File: src/rtl/pi_verify_pkg.sv
package pi_verify_pkg;

   typedef enum logic [2:0] {
      PV_OK       = 3'd0,
      PV_GUARD    = 3'd1,
      PV_APPTAG   = 3'd2,
      PV_REFTAG   = 3'd3,
      PV_BADPARAM = 3'd4
   } pv_status_e;

   typedef enum logic [1:0] {
      ST_IDLE  = 2'd0,
      ST_CHECK = 2'd1,
      ST_DRAIN = 2'd2
   } pv_state_e;

   typedef struct packed {
      logic        chk_guard;
      logic        chk_app;
      logic        chk_ref;
      logic [1:0]  pi_type;
      logic        fmt64;
      logic        tup_first;
      logic [15:0] app_exp;
      logic [15:0] app_msk;
   } pv_cfg_t;

   localparam logic [15:0] PV_POLY16  = 16'h8BB7;
   localparam logic [63:0] PV_POLY64R = 64'h9A6C9329AC4BC9B5;

   function automatic logic [15:0] pv_step16(input logic [15:0] c, input logic [7:0] b);
      logic [15:0] r;
      r = c ^ {b, 8'h00};
      for (int k = 0; k < 8; k++) r = r[15] ? ((r << 1) ^ PV_POLY16) : (r << 1);
      return r;
   endfunction

   function automatic logic [63:0] pv_step64(input logic [63:0] c, input logic [7:0] b);
      logic [63:0] r;
      r = c ^ {56'h0, b};
      for (int k = 0; k < 8; k++) r = r[0] ? ((r >> 1) ^ PV_POLY64R) : (r >> 1);
      return r;
   endfunction

endpackage

File: src/rtl/pi_guard_acc.sv
module pi_guard_acc
   import pi_verify_pkg::*;
#(
   parameter int GUARD64_EN = 1
) (
   input  logic        clk,
   input  logic        rst_n,
   input  logic        clr,
   input  logic        absorb,
   input  logic        flip,
   input  logic [7:0]  byte_in,
   output logic [15:0] guard16,
   output logic [63:0] guard64
);

   logic [15:0] c16;

   always_ff @(posedge clk) begin
      if (!rst_n)      c16 <= '0;
      else if (clr)    c16 <= '0;
      else if (absorb) c16 <= pv_step16(c16, byte_in);
   end

   assign guard16 = c16;

   generate
      if (GUARD64_EN != 0) begin : g_crc64
         logic [63:0] c64;
         logic [63:0] seed;
         assign seed = flip ? ~c64 : c64;
         always_ff @(posedge clk) begin
            if (!rst_n)      c64 <= '1;
            else if (clr)    c64 <= '1;
            else if (absorb) c64 <= pv_step64(seed, byte_in);
         end
         assign guard64 = ~c64;
      end else begin : g_no_crc64
         logic unused_flip;
         assign unused_flip = flip;
         assign guard64 = '0;
      end
   endgenerate

endmodule

File: src/rtl/pi_tuple_cap.sv
module pi_tuple_cap #(
   parameter int TUP_BYTES = 16
) (
   input  logic                   clk,
   input  logic                   rst_n,
   input  logic                   clr,
   input  logic                   shift,
   input  logic [7:0]             byte_in,
   output logic [TUP_BYTES*8-1:0] tup_nxt
);

   localparam int TB = TUP_BYTES * 8;

   logic [TB-1:0] tup;

   assign tup_nxt = shift ? {tup[TB-9:0], byte_in} : tup;

   always_ff @(posedge clk) begin
      if (!rst_n)   tup <= '0;
      else if (clr) tup <= '0;
      else          tup <= tup_nxt;
   end

endmodule

File: src/rtl/pi_block_judge.sv
module pi_block_judge
   import pi_verify_pkg::*;
#(
   parameter int REF_W = 48
) (
   input  pv_cfg_t         cfg,
   input  logic [127:0]    tup,
   input  logic [15:0]     guard16,
   input  logic [63:0]     guard64,
   input  logic [REF_W-1:0] exp_ref,
   input  logic            zero_first,
   output pv_status_e      verdict
);

   logic [15:0]      app_rx;
   logic [REF_W-1:0] ref_rx;
   logic             ref_ones;
   logic             guard_bad;
   logic             esc;

   always_comb begin
      if (cfg.fmt64) begin
         app_rx    = tup[63:48];
         ref_rx    = REF_W'(tup[47:0]);
         ref_ones  = &tup[47:0];
         guard_bad = tup[127:64] != guard64;
      end else begin
         app_rx    = tup[47:32];
         ref_rx    = REF_W'(tup[31:0]);
         ref_ones  = &tup[31:0];
         guard_bad = tup[63:48] != guard16;
      end
      esc = (cfg.pi_type == 2'd3) ? (ref_ones && app_rx == 16'hFFFF)
                                  : (app_rx == 16'hFFFF);
      if (esc)
         verdict = PV_OK;
      else if (cfg.chk_guard && guard_bad)
         verdict = zero_first ? PV_OK : PV_GUARD;
      else if (cfg.chk_app && ((app_rx & cfg.app_msk) != (cfg.app_exp & cfg.app_msk)))
         verdict = PV_APPTAG;
      else if (cfg.chk_ref && ref_rx != exp_ref)
         verdict = PV_REFTAG;
      else
         verdict = PV_OK;
   end

endmodule

File: src/rtl/pi_verify.sv
module pi_verify
   import pi_verify_pkg::*;
#(
   parameter int SECT_BYTES = 64,
   parameter int META_BYTES = 24,
   parameter int NLB_W      = 8,
   parameter int REF_W      = 48,
   parameter int LBA_W      = 64,
   parameter int GUARD64_EN = 1
) (
   input  logic             clk,
   input  logic             rst_n,
   input  logic             cmd_start,
   input  logic [2:0]       cmd_chk,
   input  logic [15:0]      cmd_app_exp,
   input  logic [15:0]      cmd_app_msk,
   input  logic [REF_W-1:0] cmd_ref_start,
   input  logic [LBA_W-1:0] cmd_slba,
   input  logic [NLB_W-1:0] cmd_nlb_m1,
   input  logic [1:0]       cmd_pi_type,
   input  logic             cmd_fmt64,
   input  logic             cmd_tuple_first,
   input  logic             in_vld,
   input  logic [7:0]       in_byte,
   output logic             busy,
   output logic             done,
   output logic [2:0]       status,
   output logic             no_retry
);

   localparam int EXT_BYTES = SECT_BYTES + META_BYTES;
   localparam int POS_W     = $clog2(EXT_BYTES);

   initial begin
      assert (META_BYTES >= ((GUARD64_EN != 0) ? 16 : 8)) else $error("metadata too small for tuple");
      assert (SECT_BYTES >= 1) else $error("sector size must be positive");
      assert (REF_W >= 48 && LBA_W >= REF_W) else $error("tag or address width too small");
   end

   pv_state_e        st;
   pv_cfg_t          cfg;
   logic [NLB_W-1:0] nlb_m1;
   logic [NLB_W-1:0] blk;
   logic [REF_W-1:0] exp_ref;
   logic [POS_W-1:0] pos;
   logic             data_nz;
   logic             lba0;
   pv_status_e       status_q;
   logic             done_q;
   logic             noretry_q;

   // command acceptance and start-time validation of the reference seed
   logic             cmd_accept;
   logic [LBA_W-1:0] slba_low;
   logic             pre_bad;

   assign cmd_accept = cmd_start && (st == ST_IDLE);
   assign slba_low   = cmd_fmt64 ? (cmd_slba & LBA_W'(48'hFFFF_FFFF_FFFF))
                                 : (cmd_slba & LBA_W'(32'hFFFF_FFFF));
   assign pre_bad    = (cmd_pi_type == 2'd1) && cmd_chk[0] &&
                       (slba_low != LBA_W'(cmd_ref_start));

   // byte classification within one extended sector
   logic             take;
   logic             is_data;
   logic [POS_W-1:0] midx;
   logic [POS_W-1:0] toff;
   logic [POS_W-1:0] tlen;
   logic             in_prefix;
   logic             in_tuple;
   logic             last_pos;
   logic             last_blk;

   assign take      = in_vld && (st != ST_IDLE);
   assign is_data   = pos < POS_W'(SECT_BYTES);
   assign midx      = pos - POS_W'(SECT_BYTES);
   assign tlen      = cfg.fmt64 ? POS_W'(16) : POS_W'(8);
   assign toff      = cfg.tup_first ? '0 :
                      (cfg.fmt64 ? POS_W'(META_BYTES - 16) : POS_W'(META_BYTES - 8));
   assign in_prefix = !is_data && (midx < toff);
   assign in_tuple  = !is_data && (midx >= toff) && (midx < toff + tlen);
   assign last_pos  = pos == POS_W'(EXT_BYTES - 1);
   assign last_blk  = blk == nlb_m1;

   logic sect_clr;
   logic absorb;
   logic flip;
   logic shift;

   assign sect_clr = cmd_accept || (take && last_pos);
   assign absorb   = take && (st == ST_CHECK) && (is_data || in_prefix);
   assign flip     = cfg.fmt64 && in_prefix && (midx == '0);
   assign shift    = take && (st == ST_CHECK) && in_tuple;

   logic [15:0]  guard16;
   logic [63:0]  guard64;
   logic [127:0] tup_nxt;
   pv_status_e   verdict;

   pi_guard_acc #(.GUARD64_EN(GUARD64_EN)) u_guard (
      .clk     (clk),
      .rst_n   (rst_n),
      .clr     (sect_clr),
      .absorb  (absorb),
      .flip    (flip),
      .byte_in (in_byte),
      .guard16 (guard16),
      .guard64 (guard64)
   );

   pi_tuple_cap #(.TUP_BYTES(16)) u_tuple (
      .clk     (clk),
      .rst_n   (rst_n),
      .clr     (sect_clr),
      .shift   (shift),
      .byte_in (in_byte),
      .tup_nxt (tup_nxt)
   );

   pi_block_judge #(.REF_W(REF_W)) u_judge (
      .cfg        (cfg),
      .tup        (tup_nxt),
      .guard16    (guard16),
      .guard64    (guard64),
      .exp_ref    (exp_ref),
      .zero_first (lba0 && (blk == '0) && !data_nz),
      .verdict    (verdict)
   );

   always_ff @(posedge clk) begin
      if (!rst_n) begin
         st        <= ST_IDLE;
         cfg       <= '0;
         nlb_m1    <= '0;
         blk       <= '0;
         exp_ref   <= '0;
         pos       <= '0;
         data_nz   <= 1'b0;
         lba0      <= 1'b0;
         status_q  <= PV_OK;
         done_q    <= 1'b0;
         noretry_q <= 1'b0;
      end else if (cmd_accept) begin
         cfg       <= '{chk_guard: cmd_chk[2], chk_app: cmd_chk[1], chk_ref: cmd_chk[0],
                        pi_type: cmd_pi_type, fmt64: cmd_fmt64, tup_first: cmd_tuple_first,
                        app_exp: cmd_app_exp, app_msk: cmd_app_msk};
         nlb_m1    <= cmd_nlb_m1;
         blk       <= '0;
         exp_ref   <= cmd_ref_start;
         pos       <= '0;
         data_nz   <= 1'b0;
         lba0      <= cmd_slba == '0;
         done_q    <= 1'b0;
         status_q  <= pre_bad ? PV_BADPARAM : PV_OK;
         noretry_q <= pre_bad;
         st        <= pre_bad ? ST_DRAIN : ST_CHECK;
      end else if (take) begin
         pos <= last_pos ? '0 : pos + 1'b1;
         if ((st == ST_CHECK) && is_data && (in_byte != 8'h00)) data_nz <= 1'b1;
         if (last_pos) begin
            data_nz <= 1'b0;
            blk     <= blk + 1'b1;
            if ((st == ST_CHECK) && (verdict != PV_OK)) begin
               status_q <= verdict;
               st       <= ST_DRAIN;
            end else if ((st == ST_CHECK) && (cfg.pi_type != 2'd3)) begin
               exp_ref <= exp_ref + 1'b1;
            end
            if (last_blk) begin
               st     <= ST_IDLE;
               done_q <= 1'b1;
            end
         end
      end
   end

   assign busy     = st != ST_IDLE;
   assign done     = done_q;
   assign status   = status_q;
   assign no_retry = noretry_q;

   // a finished command keeps its result until a new start
   p_result_hold_r1: assert property (@(posedge clk) disable iff (!rst_n)
      (done && !cmd_start) |=> (done && $stable(status)));

   // an accepted start withdraws the previous completion
   p_start_clears_done_r1: assert property (@(posedge clk) disable iff (!rst_n)
      (cmd_start && !busy) |=> !done);

   // a bad reference seed is reported before any sector
   p_seed_reject_r10: assert property (@(posedge clk) disable iff (!rst_n)
      (cmd_start && !busy && cmd_pi_type == 2'd1 && cmd_chk[0] &&
       (slba_low != LBA_W'(cmd_ref_start))) |=> (status == 3'd4 && no_retry));

   // type 3 never advances the expected reference tag
   p_type3_ref_fixed_r9: assert property (@(posedge clk) disable iff (!rst_n)
      (st == ST_CHECK && cfg.pi_type == 2'd3) |=> $stable(exp_ref));

   // once an error is recorded it is not overwritten within the command
   p_first_error_kept_r12: assert property (@(posedge clk) disable iff (!rst_n)
      (status != 3'd0 && !cmd_accept) |=> $stable(status));

   // draining never returns to checking
   p_drain_no_check_r12: assert property (@(posedge clk) disable iff (!rst_n)
      (st == ST_DRAIN) |=> (st != ST_CHECK));

endmodule

File: config.mk
export PLATFORM = sky130hd
export DESIGN_NAME = pi_verify
export DESIGN_NICKNAME = d
export VERILOG_FILES = /design/src/rtl/pi_verify_pkg.sv /design/src/rtl/pi_guard_acc.sv /design/src/rtl/pi_tuple_cap.sv /design/src/rtl/pi_block_judge.sv /design/src/rtl/pi_verify.sv
export SDC_FILE = /design/constraint.sdc
export NUM_CORES = 1
export LEC_CHECK = 0
export BUFFER_PORTS_ARGS = -buffer_cell sky130_fd_sc_hd__buf_2
export CORE_ASPECT_RATIO = 1.4
export CORE_MARGIN = 2
export CORE_UTILIZATION = 30
export DETAILED_ROUTE_END_ITERATION = 7
export PLACE_DENSITY = 0.53
export SLEW_MARGIN = 20
export SYNTH_ARGS = -nofsm -noshare
export SYNTH_HDL_FRONTEND = slang
export SYNTH_HIERARCHICAL = 1
export SYNTH_SLANG_ARGS = --single-unit
File: constraint.sdc
create_clock -name clk -period 8.21 [get_ports clk]
set_input_delay 0.821 -clock clk [delete_from_list [all_inputs] [get_ports clk]]
set_output_delay 0.821 -clock clk [all_outputs]
set_load 0.03 [all_outputs]
==> results.cfg <==
[setup_path]
crit_type = reg2reg
start_kind = flip-flop
cp-end-kind = flip-flop
crit_chain = or2_2 -> ha_1 -> inv_1 -> o21ai_0 -> a31oi_1 -> or4b_2 -> a21oi_4 -> buf_12 -> mux2_4 -> xor2_1 -> nor4_2 -> nand3_1 -> or4_4 -> o41ai_4 -> a211oi_1 -> a2111oi_4 -> nand4_4 -> nor4_4 -> nand2_2 -> mux2i_1 -> a2111oi_0
worstPathArrival_ns = 7.77
slowest_delay_ns = 0.67
path_buf_inv = 2
crit_family = simple AND/OR/NAND/NOR gates
required_ns = 8.65
critPathMaxFanout = 45
crit_slowest_cell = or4b_2

[yosys]
syn_area_per_cell_sq_um = 9.473
synth_common_cells = dfxtp_1, xnor2_1, nand2_1, xor2_1, mux2_4
syn_inst = 2064
yosys.area.top_type_share = 0.3348
synth_edf_count = 0
yosys-top-cells-area = dfxtp_1, xnor2_1, mux2_4
yosysMostFrequentCell = dfxtp_1
netlist_area_sq_mm = 0.01955
synth_cell_types = 92
ys_warn_count = 6
ys.flop_type = dfxtp_1
ys_seq_area_frac = 0.3348
yosysTopAreaCell = dfxtp_1
synth-seq-cells = 327
async_flop_share = 0
synth.net_count = 2244

[cells_and_area]
regArea_sq_mm = 0.006548
area.growth.synth_to_final_pct = 13.93
drive_gt1_frac = 0.2036
multi_input_area_sq_mm = 0.01209
fillers = 6662
fin_cells = 3055
nets = 2371
postLayoutCellArea_sq_mm = 0.02227
antennaDiodeCount = 0
final_core_util = 0.3458

[detailed_routing]
drt_pre_antenna_iters = 5
drc = 0
route.vias.total = 15180
drt_wl_total_um = 60560
drtIter0Drc = 675
drtAntennaViolNets = 0
via_per_inst = 4.970
wl_per_cell_um = 19.82

[global_routing]
grt_usage = 0.1782
antenna_found_initial = 0
overflow = 0
grt_max_degree = 99
grt_pass1_wl_um = 92090
first_global_vias = 15650

[clocking]
cts_tree = done
cts.path.max_buffers = 3
cts_root_buf = clkbuf_16
post_cts_resized = 0
hold_buffers = 0
clock_latency_ns = 0.56
cts.sinks = 327
cts.clk_slew.worst_paths_ns = 0.06
post-cts-setup-buffers = 0
htreeDepth = 2
cts_made_buffers = 37

[pwr]
power_density_mw_per_mm2 = 203.0
p_leak_nw = 9.187
ir_drop_mv = 0.1393

[timing]
period_needed_ns = 7.329
worst_pin_slew_ns = 0.9498
hold_viol = 0
holdWs_ns = 0.4592
setup_viol_count_final = 0
slew-limit-headroom = 0.3668
skew_ns = 0.02964
finalCritPeriodShare = 0.8927
clock.fmax_mhz = 136.4
grt_setup_unrepaired = no
drv_slew = 0
tns_ns = 0

[die]
die-area_sq_mm = 0.06726
core_area_sq_mm = 0.06441
die_w_um = 219.8
row_count = 110
start_util = 0.3035
die_h_um = 306.1
io_pins = 177

[place]
hpwlAfterDp_um = 46650
dp.cells = 2992
place_congestion = 0.9374
numPortBuffers = 176
placed_cell_area_sq_mm = 0.02105

[hold_path]
worstHoldPathType = reg2reg

[flow_run]
cap_violations = 0

[outcome]
status = finished, final reports clean
==> where the power goes <==
group | switching, mW | internal (mW)
Sequential | 0.0860 | 1.66
Clock | 0.691 | 1.01
Combinational | 0.599 | 0.483
Total | 1.38 | 3.15
==> per-layer routing <==
metal  wire length, um  vias to the layer above  track usage
met5                 0                        -            0
met1             23140                     7278       0.1908
met2             31340                      412       0.3292
met4              3851                        0       0.1038
met3              2230                      128      0.02401
li1                  -                     7365            -
==> flip-flops by register name, indices dropped and copies added (netlist names), 2 cells and up <==
signal / cells
exp_ref: 48
nlb_m1: 8
st: 2
blk: 8
u_tuple/tup: 128
u_guard/g_crc64.c64: 64
pos: 7
status: 3
u_guard/guard16: 16
cfg: 39
==> area by class of cell <==
type                    count  area share
well taps                 840     0.04719
flip-flops and latches    327      0.2940
multi-input cells        1544      0.5426
clock inverters             9    0.004438
clock buffers              54     0.05039
repair buffers            194     0.04674
inverters                  87     0.01466
==> worst min-delay path, cell delays in order (launching register included) <==
cell,delay [ns]
dfxtp_1,0.31
nand2_1,0.05
a21oi_1,0.05
==> through the flow <==
step | power [mW] | setup WS [ns]
6_report | 4.522 | 0.8812
5_1_grt | 4.724 | 0.4294
4_1_cts | 4.573 | 0.8646
3_5_place_dp | 2.855 | 0.9178
3_3_place_gp | 2.850 | 1.034
2_1_floorplan | 2.558 | 2.031
==> logic make-up (layout without fill, tap and decap cells) <==
family | count (synthesis) | in the layout | synth area share
adder cells (fa/ha/maj) | 9 | 9 | 0.005760
AO/OA/AOI/OAI | 296 | 296 | 0.09951
XOR/XNOR | 414 | 414 | 0.2068
other | 2 | 2 | 0.0003841
multiplexers | 154 | 154 | 0.1080
flip-flops | 327 | 327 | 0.3348
AND/OR/NAND/NOR | 669 | 669 | 0.1951
buffers and inverters | 193 | 344 | 0.04966
==> placed cells by master, fill, tap and decap left out, types with 9 or more instances in the layout <==
master     instances
nor3_1            25
nor2b_4           14
nand4_1           54
inv_1             86
o21ai_0           52
and3_1            12
xnor2_2           10
clkbuf_8           9
mux2i_1           26
xor2_1           120
dfxtp_1          326
a211oi_1          23
xnor2_1          260
buf_2            176
buf_4             16
clkbuf_16         39
a21oi_1           84
and4_1            10
o22ai_1           10
mux2_4           109
nand3_1           48
a31oi_1           11
mux2_2            19
a22oi_1           13
o211ai_1          46
nand2_1          204
nand4b_1          12
ha_1               9
nor4_1            48
nor2b_1           32
nor2_1            73
xnor3_1           10
and2b_1           86
==> path summary, 6_finish.rpt <==
| path | startpoint | end | slack, ns | cells past startpoint |
|---|---|---|---|---|
| setup / recovery | cfg[32]$_SDFFE_PN0P_ | exp_ref[45]$_SDFFE_PN0P_ | 0.88 | 21 |
| setup reg to reg | cfg[32]$_SDFFE_PN0P_ | exp_ref[45]$_SDFFE_PN0P_ | 0.88 | 21 |
| hold reg to reg | cfg[15]$_SDFFE_PN0P_ | cfg[15]$_SDFFE_PN0P_ | 0.46 | 2 |
| hold / removal | cfg[15]$_SDFFE_PN0P_ | cfg[15]$_SDFFE_PN0P_ | 0.46 | 2 |
Note: power is estimated with default switching activity, not from simulation.
